**config.mk**
```make
export PLATFORM = sky130hd
export DESIGN_NAME = serial_frame_rx
export DESIGN_NICKNAME = d
export VERILOG_FILES = /design/src/rtl/serial_frame_rx.sv
export SDC_FILE = /design/constraint.sdc
export NUM_CORES = 1
export LEC_CHECK = 0
export BUFFER_PORTS_ARGS = -buffer_cell sky130_fd_sc_hd__clkbuf_2
export CAP_MARGIN = 10
export CORE_MARGIN = 1.5
export CORE_UTILIZATION = 50
export CTS_BUF_LIST = sky130_fd_sc_hd__clkbuf_16
export DETAILED_ROUTE_END_ITERATION = 10
export GPL_TIMING_DRIVEN = 0
export HOLD_SLACK_MARGIN = 0.05
export PLACE_DENSITY_LB_ADDON = 0.1
export SLEW_MARGIN = 30
export SYNTH_ARGS = -nofsm -noshare
export SYNTH_HDL_FRONTEND = slang
export SYNTH_SLANG_ARGS = --single-unit
```
**constraint.sdc**
```tcl
create_clock -name clk -period 3.75 [get_ports clk]
set_input_delay 0.75 -clock clk [delete_from_list [all_inputs] [get_ports clk]]
set_output_delay 0.75 -clock clk [all_outputs]
set_load 0.1 [all_outputs]
```
**src/rtl/serial_frame_rx.sv**
```systemverilog
module serial_frame_rx #(
  parameter int OSR = 16
) (
  input  logic       clk,
  input  logic       rst_n,
  input  logic       tick16,
  input  logic       rxd,
  input  logic [1:0] wlen,
  input  logic       par_en,
  input  logic       par_even,
  input  logic       par_stick,
  input  logic       data_rd,
  input  logic       status_rd,
  output logic [7:0] rx_byte,
  output logic       data_ready,
  output logic       overrun_err,
  output logic       parity_err,
  output logic       frame_err,
  output logic       break_flag
);
  localparam int CW = $clog2(OSR);
  localparam logic [CW-1:0] MID  = CW'(OSR / 2 - 1);
  localparam logic [CW-1:0] LAST = CW'(OSR - 1);

  typedef enum logic [2:0] {S_IDLE, S_START, S_DATA, S_PAR, S_STOP, S_HOLD} st_t;

  st_t           st;
  logic [CW-1:0] cnt;
  logic [2:0]    bidx;
  logic [7:0]    shreg;
  logic          allz, par_bad;

  wire [2:0] last_idx = {1'b1, wlen};
  wire       data_par = ^shreg;
  wire       exp_par  = par_stick ? ~par_even : (par_even ? data_par : ~data_par);
  wire       at_last  = tick16 && cnt == LAST;
  wire       done     = st == S_STOP && at_last;
  wire       brk      = allz && !rxd;

  always_ff @(posedge clk) begin
    if (!rst_n) begin
      st      <= S_IDLE;
      cnt     <= '0;
      bidx    <= '0;
      shreg   <= '0;
      allz    <= 1'b0;
      par_bad <= 1'b0;
    end else if (tick16) begin
      case (st)
        S_IDLE: begin
          cnt <= '0;
          if (!rxd) st <= S_START;
        end
        S_START: begin
          if (cnt == MID) begin
            cnt     <= '0;
            bidx    <= '0;
            shreg   <= '0;
            allz    <= 1'b1;
            par_bad <= 1'b0;
            st      <= rxd ? S_IDLE : S_DATA;
          end else cnt <= cnt + 1'b1;
        end
        S_DATA: begin
          if (cnt == LAST) begin
            cnt         <= '0;
            shreg[bidx] <= rxd;
            allz        <= allz && !rxd;
            if (bidx == last_idx) st <= par_en ? S_PAR : S_STOP;
            else bidx <= bidx + 1'b1;
          end else cnt <= cnt + 1'b1;
        end
        S_PAR: begin
          if (cnt == LAST) begin
            cnt     <= '0;
            par_bad <= rxd != exp_par;
            allz    <= allz && !rxd;
            st      <= S_STOP;
          end else cnt <= cnt + 1'b1;
        end
        S_STOP: begin
          if (cnt == LAST) begin
            cnt <= '0;
            st  <= rxd ? S_IDLE : S_HOLD;
          end else cnt <= cnt + 1'b1;
        end
        S_HOLD: if (rxd) st <= S_IDLE;
        default: st <= S_IDLE;
      endcase
    end
  end

  always_ff @(posedge clk) begin
    if (!rst_n) begin
      rx_byte     <= '0;
      data_ready  <= 1'b0;
      overrun_err <= 1'b0;
      parity_err  <= 1'b0;
      frame_err   <= 1'b0;
      break_flag  <= 1'b0;
    end else begin
      if (done && (!data_ready || data_rd)) rx_byte <= shreg;
      data_ready  <= (data_ready && !data_rd) || done;
      overrun_err <= (overrun_err && !status_rd) || (done && data_ready && !data_rd);
      parity_err  <= (parity_err && !status_rd) || (done && par_bad);
      frame_err   <= (frame_err && !status_rd) || (done && !rxd);
      break_flag  <= (break_flag && !status_rd) || (done && brk);
    end
  end

  p_upper_zero_r1: assert property (@(posedge clk) disable iff (!rst_n)
    data_ready |-> (rx_byte & ~(8'hFF >> (3 - wlen))) == 8'h00);
  p_tick_paced_r2: assert property (@(posedge clk) disable iff (!rst_n)
    !tick16 |=> $stable(st));
  p_overrun_needs_full_r4: assert property (@(posedge clk) disable iff (!rst_n)
    $rose(overrun_err) |-> $past(data_ready));
  p_break_frames_r7: assert property (@(posedge clk) disable iff (!rst_n)
    $rose(break_flag) |-> frame_err);
  p_parity_sticky_r8: assert property (@(posedge clk) disable iff (!rst_n)
    $fell(parity_err) |-> $past(status_rd));
  p_frame_sticky_r8: assert property (@(posedge clk) disable iff (!rst_n)
    $fell(frame_err) |-> $past(status_rd));
  p_ready_clear_r3: assert property (@(posedge clk) disable iff (!rst_n)
    $fell(data_ready) |-> $past(data_rd));
endmodule

```
==> impl_metrics.csv <==
group,metric,value,unit
sta,setup_viol,0,
critical_path,cp_max_fo,8,
sta,setup_tns,0,ns
grt,grt_max_degree,11,
synthesis,syn_inst,223,
sta,max_freq,0.4889,GHz
layout,syn_to_final_growth,17.76,%
die,ios,24,
clock_network,path_clk_slew,0.05,ns
layout,layout_commonest_cell,"dfxtp_1",
layout,stdcell_count,298,
placed_design,dp_slack,1.576,ns
die,die_area,0.004035,mm^2
routing,wl,3966,um
clock_network,clk_latency,0.28,ns
critical_path,cpMaxStageDelayCell,"dfxtp_1",
pwr,power_leakage,0.0008140,uW
synthesis,syn-cell-area,0.001832,mm^2
synthesis,synth-edff-count,0,
synthesis,synth_nets,236,
layout,final_cell_mix,"dfxtp_1 (33), nor2_1 (25), a21oi_1 (24)",
clock_network,cts-root-buf,"clkbuf_16",
critical_path,crit_path_cell_trace,"ha_1 > and3_1 > nand4_1 > nor2b_1 > buf_2 > mux2i_1 > nor2_1",
routing,ant_nets,0,
grt,antenna_found_initial,0,
worst_hold_path,hold_class,"flop to flop",
die,core,0.003416,mm^2
routing,vias,1680,
critical_path,worstSetupPathType,"flop to flop",
routing,wl_per_cell,13.31,um
critical_path,crit_path_start_kind,"flop",
sta,fin_crit,2.046,ns
routing,drt_iter0_markers,98,
routing,routed_via_density,5.638,
synthesis,ys_seq_area_share,36.07,%
grt,grt_util_all_layers,21.13,%
clock_network,cts_setup_buffers,0,
critical_path,critPathCaptureType,"flop",
placed_design,portBuffers,21,
clock_network,cts_resized,0,
placed_design,dp_hpwl,2870,um
synthesis,ys_seq_elements,33,
synthesis,syn_avg_cell_area,8.214,um^2
sta,rsz0062_at_grt,"false",
sta,worst_slew_pin_slew,0.5427,ns
clock_network,cts.sinks,33,
layout,layout-drive-gt1-share,17.06,%
die,die_h,63.53,um
routing,drcViolationCount,0,
grt,gr-total-overflow,0,
run,max_cap_viol_count,0,
synthesis,ys_async_sr_fraction,0,%
synthesis,synth_cell_types,52,
clock_network,cts_hold_buf,0,
routing,first_pass_iters,4,
critical_path,worst-endpoint-required,3.89,ns
grt,grt_pass1_vias,1466,
clock_network,clock_path_buffers,2,
sta,setup_ws,1.704,ns
die,die_x,63.53,um
synthesis,synth_ff_type,"dfxtp_1",
sta,relSlewSlack,63.97,%
pwr,powerDensity,435.2,mW/mm^2
sta,skew,0.004722,ns
critical_path,slowest_delay,0.36,ns
layout,nNetsFinal,264,
critical_path,crit_buf_inv,1,
placed_design,dp_cells,290,
clock_network,cts_made_buffers,5,
synthesis,synth_warnings,0,
sta,hold_violations,0,
layout,n_antenna_cell,0,
pwr,vdd_ir_drop_max,270.7,uV
critical_path,arrival,2.19,ns
grt,grt_pass1_wl,6768,um
clock_network,cts_tree,"done",
sta,post-route-period-util,54.55,%
critical_path,cp_top_family,"simple AND/OR/NAND/NOR gates",
sta,finalMaxSlewViolations,0,
die,initial_core_util,53.63,%
die,row_count,21,
run_status,status,"finished clean",
clock_network,cts_max_level,2,
placed_design,finalWeightedCongestion,0.8415,
[tightest hold or removal path, cell delays in order (launching register included)]
cell and delay (ns):
dfxtp_1 0.31, nand2_1 0.05, a31oi_1 0.06
[area by class of cell]
class / instances / area (um^2)
buffer: 16 / 87.58
clock inverter: 3 / 37.54
clock buffer: 5 / 125.1
fill: 311 / 1259
tap: 46 / 57.56
sequential: 33 / 660.6
inverter: 6 / 22.52
multi-input combinational: 168 / 1061
timing repair buffer: 21 / 105.1
[worst paths after layout]
path	slack, ns	start	endpoint	cells after the start
hold / removal	0.48	par_bad	par_bad	2
setup reg to reg	1.70	cnt[0]	rx_byte[0]	7
hold reg to reg	0.48	par_bad	par_bad	2
setup / recovery	1.70	cnt[0]	rx_byte[0]	7
[report_power, final]
part / internal, uW / leakage (uW) / switching (uW)
combinational: 48.6 / 0.000465 / 71.0
sequential: 358 / 0.000266 / 5.96
clock: 308 / 0.0000826 / 147
[synth_stat cells, types with 3 or more instances]
| cell | count | area share [%] |
|---|---|---|
| a22oi_1 | 4 | 1.6 |
| o22ai_1 | 3 | 1.0 |
| nor2_1 | 25 | 5.1 |
| nand3_1 | 5 | 1.4 |
| nand2b_1 | 4 | 1.4 |
| clkbuf_1 | 8 | 1.6 |
| nor3_1 | 4 | 1.1 |
| mux2i_1 | 9 | 4.9 |
| buf_2 | 4 | 1.1 |
| o21ai_0 | 11 | 3.0 |
| inv_1 | 6 | 1.2 |
| xnor2_1 | 10 | 4.8 |
| nand2_1 | 17 | 3.5 |
| a21oi_1 | 24 | 6.6 |
| nor2b_1 | 8 | 2.7 |
| a31oi_1 | 4 | 1.4 |
| dfxtp_1 | 33 | 36 |
[metal layers]
metal / global-route usage [%] / wire length [um] / vias to the layer above
met5: 0 / 0 / -
met4: 8.424 / 80 / 0
met3: 5.536 / 222 / 7
met2: 30.26 / 1714 / 52
met1: 30.00 / 1949 / 764
li1: - / - / 857
[stage by stage]
| step | hold slack [ns] | util (%) | instance area (um^2) | power, uW |
|---|---|---|---|---|
| after global placement | 0.4596 | 58.39 | 1994 | 488.8 |
| after CTS | 0.4758 | 63.15 | 2157 | 942.0 |
| final | 0.4754 | 63.15 | 2157 | 938.8 |
| after global routing | 0.5053 | 63.15 | 2157 | 973.6 |
| after floorplan | 0.4463 | - | 1832 | 462.0 |
| after detailed placement | 0.4688 | 58.39 | 1994 | 488.8 |
[registers in the layout (all words and copies together), names as in the netlist, 3 cells and up]
signal   count
shreg        8
bidx         3
cnt          4
rx_byte      8
st           3
[cells by family (layout without fill, tap and decap cells)]
group                      count (synthesis)  count (layout)  synth area share, %
and+or+nand+nor                           86              86                25.89
AOI/OAI and AO/OA                         60              60                20.49
DFF                                       33              33                36.07
buffers and inverters                     22              51                6.011
xor gates and xnor gates                  11              11                5.259
muxes                                      9               9                4.918
adders and majority gates                  2               2                1.366
Power figures use the tool's default switching activity.
